File: config.mk
export PLATFORM = sky130hd
export DESIGN_NAME = stamp_timer
export DESIGN_NICKNAME = d
export VERILOG_FILES = /design/src/rtl/stamp_pkg.sv /design/src/rtl/stamp_count.sv /design/src/rtl/stamp_snap.sv /design/src/rtl/stamp_regs.sv /design/src/rtl/stamp_timer.sv
export SDC_FILE = /design/constraint.sdc
export NUM_CORES = 1
export LEC_CHECK = 0
export ABC_AREA = 0
export BUFFER_PORTS_ARGS = -buffer_cell sky130_fd_sc_hd__buf_2
export CAP_MARGIN = 20
export CORE_MARGIN = 2
export CORE_UTILIZATION = 50
export DETAILED_ROUTE_END_ITERATION = 6
export PLACE_DENSITY = 0.78
export SYNTH_ARGS = -nofsm -noshare
export SYNTH_HDL_FRONTEND = slang
export SYNTH_HIERARCHICAL = 1
export SYNTH_SLANG_ARGS = --single-unit
File: constraint.sdc
create_clock -name clk_i -period 2.7 [get_ports clk_i]
set_input_delay 0.27 -clock clk_i [delete_from_list [all_inputs] [get_ports clk_i]]
set_output_delay 0.27 -clock clk_i [all_outputs]
set_load 0.03 [all_outputs]
File: src/rtl/stamp_pkg.sv
package stamp_pkg;
  typedef enum logic [1:0] {
    SEL_NONE = 2'd0,
    SEL_LO   = 2'd1,
    SEL_HI   = 2'd2
  } reg_sel_e;
endpackage

File: src/rtl/stamp_count.sv
module stamp_count #(
  parameter int CNT_W = 40,
  parameter int SEG_W = 8
) (
  input  logic             clk_i,
  input  logic             rst_ni,
  input  logic             en_i,
  input  logic             tick_i,
  output logic [CNT_W-1:0] cnt_o
);
  localparam int NSEG = (CNT_W + SEG_W - 1) / SEG_W;

  logic [CNT_W-1:0] cnt_q;
  logic [NSEG:0]    carry;

  assign carry[0] = en_i & tick_i;

  // segmented increment: each segment steps when all lower ones are full
  for (genvar g = 0; g < NSEG; g++) begin : g_seg
    localparam int LO = g * SEG_W;
    localparam int HI = (LO + SEG_W > CNT_W) ? CNT_W - 1 : LO + SEG_W - 1;
    localparam int SW = HI - LO + 1;

    assign carry[g+1] = carry[g] & (&cnt_q[HI:LO]);

    always_ff @(posedge clk_i or negedge rst_ni) begin
      if (!rst_ni)       cnt_q[HI:LO] <= '0;
      else if (carry[g]) cnt_q[HI:LO] <= cnt_q[HI:LO] + SW'(1);
    end
  end

  logic unused_carry;
  assign unused_carry = carry[NSEG];

  assign cnt_o = cnt_q;

  p_hold_r7: assert property (@(posedge clk_i) disable iff (!rst_ni)
    !(en_i && tick_i) |=> $stable(cnt_o));
  p_step_r6: assert property (@(posedge clk_i) disable iff (!rst_ni)
    (en_i && tick_i && !(&cnt_o)) |=> cnt_o == $past(cnt_o) + CNT_W'(1));
  p_wrap_r8: assert property (@(posedge clk_i) disable iff (!rst_ni)
    (en_i && tick_i && (&cnt_o)) |=> cnt_o == '0);
endmodule

File: src/rtl/stamp_snap.sv
module stamp_snap #(
  parameter int HI_W = 8
) (
  input  logic            clk_i,
  input  logic            rst_ni,
  input  logic            snap_i,
  input  logic [HI_W-1:0] cnt_hi_i,
  output logic [HI_W-1:0] hi_o
);
  logic [HI_W-1:0] hi_q;

  always_ff @(posedge clk_i or negedge rst_ni) begin
    if (!rst_ni)     hi_q <= '0;
    else if (snap_i) hi_q <= cnt_hi_i;
  end

  assign hi_o = hi_q;

  p_capture_r3: assert property (@(posedge clk_i) disable iff (!rst_ni)
    snap_i |=> hi_o == $past(cnt_hi_i));
  p_hold_r5: assert property (@(posedge clk_i) disable iff (!rst_ni)
    !snap_i |=> $stable(hi_o));
endmodule

File: src/rtl/stamp_regs.sv
module stamp_regs
  import stamp_pkg::*;
#(
  parameter int                DATA_W = 32,
  parameter int                ADDR_W = 8,
  parameter int                HI_W   = 8,
  parameter int                EN_BIT = 8,
  parameter logic [ADDR_W-1:0] LO_OFS = ADDR_W'('h60),
  parameter logic [ADDR_W-1:0] HI_OFS = ADDR_W'('h64)
) (
  input  logic              clk_i,
  input  logic              rst_ni,
  input  logic              rd_i,
  input  logic              wr_i,
  input  logic [ADDR_W-1:0] addr_i,
  input  logic [DATA_W-1:0] wdata_i,
  input  logic [DATA_W-1:0] cnt_lo_i,
  input  logic [HI_W-1:0]   hi_i,
  output logic              snap_o,
  output logic              en_o,
  output logic [DATA_W-1:0] rdata_o
);
  reg_sel_e          sel;
  logic              en_q;
  logic [DATA_W-1:0] hi_word;

  always_comb begin
    if (addr_i == LO_OFS)      sel = SEL_LO;
    else if (addr_i == HI_OFS) sel = SEL_HI;
    else                       sel = SEL_NONE;
  end

  always_ff @(posedge clk_i or negedge rst_ni) begin
    if (!rst_ni)                      en_q <= 1'b0;
    else if (wr_i && sel == SEL_HI)   en_q <= wdata_i[EN_BIT];
  end

  always_comb begin
    hi_word             = '0;
    hi_word[HI_W-1:0]   = hi_i;
    hi_word[EN_BIT]     = en_q;
  end

  always_comb begin
    rdata_o = '0;
    if (rd_i) begin
      unique case (sel)
        SEL_LO:  rdata_o = cnt_lo_i;
        SEL_HI:  rdata_o = hi_word;
        default: rdata_o = '0;
      endcase
    end
  end

  assign snap_o = rd_i && (sel == SEL_LO);
  assign en_o   = en_q;

  logic unused_wdata;
  assign unused_wdata = ^wdata_i;

  p_en_write_r6: assert property (@(posedge clk_i) disable iff (!rst_ni)
    (wr_i && addr_i == HI_OFS) |=> en_o == $past(wdata_i[EN_BIT]));
  p_en_keep_r9: assert property (@(posedge clk_i) disable iff (!rst_ni)
    !(wr_i && addr_i == HI_OFS) |=> $stable(en_o));
  p_idle_zero_r9: assert property (@(posedge clk_i) disable iff (!rst_ni)
    (!rd_i || (addr_i != LO_OFS && addr_i != HI_OFS)) |-> rdata_o == '0);
  p_hi_bits_r4: assert property (@(posedge clk_i) disable iff (!rst_ni)
    (rd_i && addr_i == HI_OFS) |->
      (rdata_o[HI_W-1:0] == hi_i && rdata_o[EN_BIT] == en_o &&
       $countones(rdata_o) == $countones(hi_i) + (en_o ? 1 : 0)));
endmodule

File: src/rtl/stamp_timer.sv
module stamp_timer #(
  parameter int                CNT_W  = 40,
  parameter int                DATA_W = 32,
  parameter int                ADDR_W = 8,
  parameter int                SEG_W  = 8,
  parameter int                EN_BIT = 8,
  parameter logic [ADDR_W-1:0] LO_OFS = ADDR_W'('h60),
  parameter logic [ADDR_W-1:0] HI_OFS = ADDR_W'('h64)
) (
  input  logic              clk_i,
  input  logic              rst_ni,
  input  logic              tick_i,
  input  logic              rd_i,
  input  logic              wr_i,
  input  logic [ADDR_W-1:0] addr_i,
  input  logic [DATA_W-1:0] wdata_i,
  output logic [DATA_W-1:0] rdata_o
);
  localparam int HI_W = CNT_W - DATA_W;

  logic [CNT_W-1:0] cnt;
  logic [HI_W-1:0]  hi_held;
  logic             snap;
  logic             en;

  stamp_count #(.CNT_W(CNT_W), .SEG_W(SEG_W)) u_count (
    .clk_i  (clk_i),
    .rst_ni (rst_ni),
    .en_i   (en),
    .tick_i (tick_i),
    .cnt_o  (cnt)
  );

  stamp_snap #(.HI_W(HI_W)) u_snap (
    .clk_i    (clk_i),
    .rst_ni   (rst_ni),
    .snap_i   (snap),
    .cnt_hi_i (cnt[CNT_W-1:DATA_W]),
    .hi_o     (hi_held)
  );

  stamp_regs #(
    .DATA_W (DATA_W),
    .ADDR_W (ADDR_W),
    .HI_W   (HI_W),
    .EN_BIT (EN_BIT),
    .LO_OFS (LO_OFS),
    .HI_OFS (HI_OFS)
  ) u_regs (
    .clk_i    (clk_i),
    .rst_ni   (rst_ni),
    .rd_i     (rd_i),
    .wr_i     (wr_i),
    .addr_i   (addr_i),
    .wdata_i  (wdata_i),
    .cnt_lo_i (cnt[DATA_W-1:0]),
    .hi_i     (hi_held),
    .snap_o   (snap),
    .en_o     (en),
    .rdata_o  (rdata_o)
  );

  p_lo_read_r2: assert property (@(posedge clk_i) disable iff (!rst_ni)
    (rd_i && addr_i == LO_OFS) |-> rdata_o == cnt[DATA_W-1:0]);
endmodule

==> impl_metrics.yaml <==
cells_and_area:
  stdcell_area_sq_um: 2978
  final_cell_mix: "49 x dfrtp_1, 45 x buf_2, 22 x and2_1"
  final_common_cell: "dfrtp_1"
  diodes: 0
  area_growth_pct: 15.93
  drive_gt1_share_pct: 28.52
  nets: 326
  fillCellCount: 431
routing:
  vias_per_cell: 5.110
  drtAntennaViolNets: 0
  post_drt_wl_per_cell_um: 13.61
  vias: 1773
  dr.pass1.iters: 4
  drc_errors: 0
  drtIter0Drc: 101
  drt_wl_total_um: 4721
setup_path:
  criticalPathCategory: "input port to output port"
  cp_cell_sequence: "buf_2 > or4b_4 > nor4_4 > buf_4 > and2_1 > buf_2"
  cp_num_buf_inv: 3
  crit_path_end_kind: "output port"
  cp-start-kind: "input port"
  critPathSlowestCell: "or4b_4"
  worstPathArrival_ps: 1910
  crit_required_ps: 2430
  cp_common_cell: "buf_2"
  critical_path.max_fanout: 30
  cpPeakStageDelay_ps: 570
  cpLargestDelayFamily: "simple AND/OR/NAND/NOR gates"
die:
  dieHeight_um: 75.68
  die_area_sq_um: 5727
  rows: 26
  io_pins: 77
  coreArea_sq_um: 5042
  die_w_um: 75.68
  start_util_pct: 50.94
synth:
  ys_ff_latch: 49
  syn_area_per_cell_sq_um: 11.32
  syn_inst: 227
  yosysWarnings: 6
  ys.flop_type: "dfrtp_1"
  ys_async_sr_fraction_pct: 100.0
  yosysSeqAreaShare_pct: 47.74
  synth_edf_count: 0
  synth_area_sq_um: 2569
  synth_nets: 277
  synth_cell_types: 31
timing:
  maxSlewViolCount: 0
  fmax_ghz: 0.4585
  worst_pin_slew_ps: 402.4
  finalCritPeriodShare_pct: 80.78
  finClkSkew_ps: 6.164
  finalSetupViolCount: 0
  hold_violations: 0
  rsz0062_at_grt: "false"
  fin_setup_tns_ps: 0
  fin_crit_ps: 2181
  slew_headroom_pct: 73.07
clock_tree:
  clock_path_buffers: 2
  cts_tree: "yes"
  cts_buffers: 5
  clkTransAtPathRegs_ps: 80
  h-tree-depth: 2
  insertion_delay_ps: 300
  cts_sinks: 49
  cts-root-buf: "clkbuf_8"
power:
  switching_share_pct: 20.59
  p_leak_nw: 1.536
  p_comb_share_pct: 4.8
  power_switching_mw: 0.2802
  pwr-share-clk_pct: 39.2
  seqPwrFrac_pct: 56.0
  irDropWorstVdd_uv: 273.0
  power.internal_mw: 1.080
  powerDensity_nw_per_um2: 456.8
global_route:
  grt_pass1_vias: 1639
  grt_overflow_total: 0
  grt_max_degree: 50
  antenna_found_initial: 0
  grt_util_all_layers_pct: 18.07
  grt_pass1_wl_um: 7741
hold_path:
  hold_class: "input port to flip-flop"
placed_design:
  dpl-instance-area_sq_um: 2831
  port_buffers: 45
  dp_hpwl_um: 3342
  gp_congestion: 0.8392
flow_run:
  maxCapViolations: 0
status:
  status: "completed"
## worst register-to-register path, stage by stage (launching register included)
cell and delay (ps):
dfrtp_1 420, ha_1 180, nand3_2 110, nor4_4 340, buf_4 230, nand4_1 190
or2_2 330, xnor2_1 120
## metal layers
layer  vias to the layer above  part of all wire (%)  GRT usage (%)
met3                         5                   4.7          3.571
met2                        54                    46          28.70
met5                         -                     0              0
met1                       842                    48          25.37
met4                         0                   1.1          5.263
li1                        872                     -              -
## cells by family (layout without fill, tap and decap cells)
| kind of cell | after synthesis | count (layout) | synth area share (%) |
|---|---|---|---|
| and+or+nand+nor | 105 | 105 | 24.11 |
| DFF | 49 | 49 | 47.74 |
| xor gates and xnor gates | 35 | 35 | 11.93 |
| muxes | 23 | 23 | 10.81 |
| buffers and inverters | 10 | 60 | 2.971 |
| adders and majority gates | 5 | 5 | 2.435 |
## flip-flops by register name, indices dropped and copies added (netlist names)
register and flops:
u_count/cnt_o 40, u_snap/hi_o 8, u_regs/en_o 1
## Yosys cell counts (all sizes together), types with 6 or more instances
cell,count,share of area [%]
dfrtp,49,48
mux2i,9,3.5
nand4,14,3.4
xor2,18,6.1
mux2,14,7.3
nor2,21,3.1
and2,23,5.7
xnor2,17,5.8
nand3,12,3.0
buf,7,2.5
nand2,12,1.9
nor3,6,1.2
## stage by stage
step | utilization, % | hold slack, ps | worst slack [ps] | power [mW] | std cells
after global placement | 56.15 | 459.9 | 531.0 | 0.8352 | 337
final | 59.06 | 207.4 | 519.0 | 1.360 | 347
after detailed placement | 56.15 | 461.8 | 524.7 | 0.8389 | 337
after global routing | 59.06 | 209.5 | 421.1 | 1.420 | 347
after CTS | 58.46 | 192.3 | 518.3 | 1.373 | 345
after floorplan | - | -25.59 | 673.6 | 0.8068 | 227
## power by group through the flow
stage / registers (mW) / logic, mW / clock network [mW]
after floorplan: 0.773 / 0.0334 / 0
after global routing: 0.765 / 0.0745 / 0.581
after global placement: 0.775 / 0.0597 / 0
after CTS: 0.762 / 0.0630 / 0.549
after detailed placement: 0.776 / 0.0624 / 0
final: 0.761 / 0.0660 / 0.533
## cell type report
cell class / count / area, sq um / area share (%)
clock inverters: 1 / 30.03 / 1.008
flip-flops and latches: 49 / 1226 / 41.18
well taps: 70 / 87.58 / 2.941
multi-input cells: 168 / 1266 / 42.52
repair buffers: 49 / 270.3 / 9.076
clock buffers: 7 / 86.33 / 2.899
inverters: 3 / 11.26 / 0.3782
## repair_timing
item                       4_1_cts  5_1_grt
buffers inserted                 0        0
setup endpoints to repair        0        0
hold buffers                     0        1
resized for setup                0        0
hold endpoints to repair         0       15
## worst paths after layout
path	start	to	slack, ps	cells after the start
max	addr_i[7]	rdata_o[9]	520	6
min reg2reg	u_count/cnt_o[39]$_DFFE_PN0P_	u_count/cnt_o[39]$_DFFE_PN0P_	470	1
max in group asynchronous	rst_ni	u_snap/hi_o[7]$_DFFE_PN0P_	1790	3
min in group asynchronous	rst_ni	u_count/cnt_o[14]$_DFFE_PN0P_	410	2
max reg2reg	u_count/cnt_o[0]$_DFFE_PN0P_	u_count/cnt_o[13]$_DFFE_PN0P_	670	7
min	wdata_i[8]	u_regs/en_o$_DFFE_PN0P_	210	2
(Power assumes the default switching activity.)
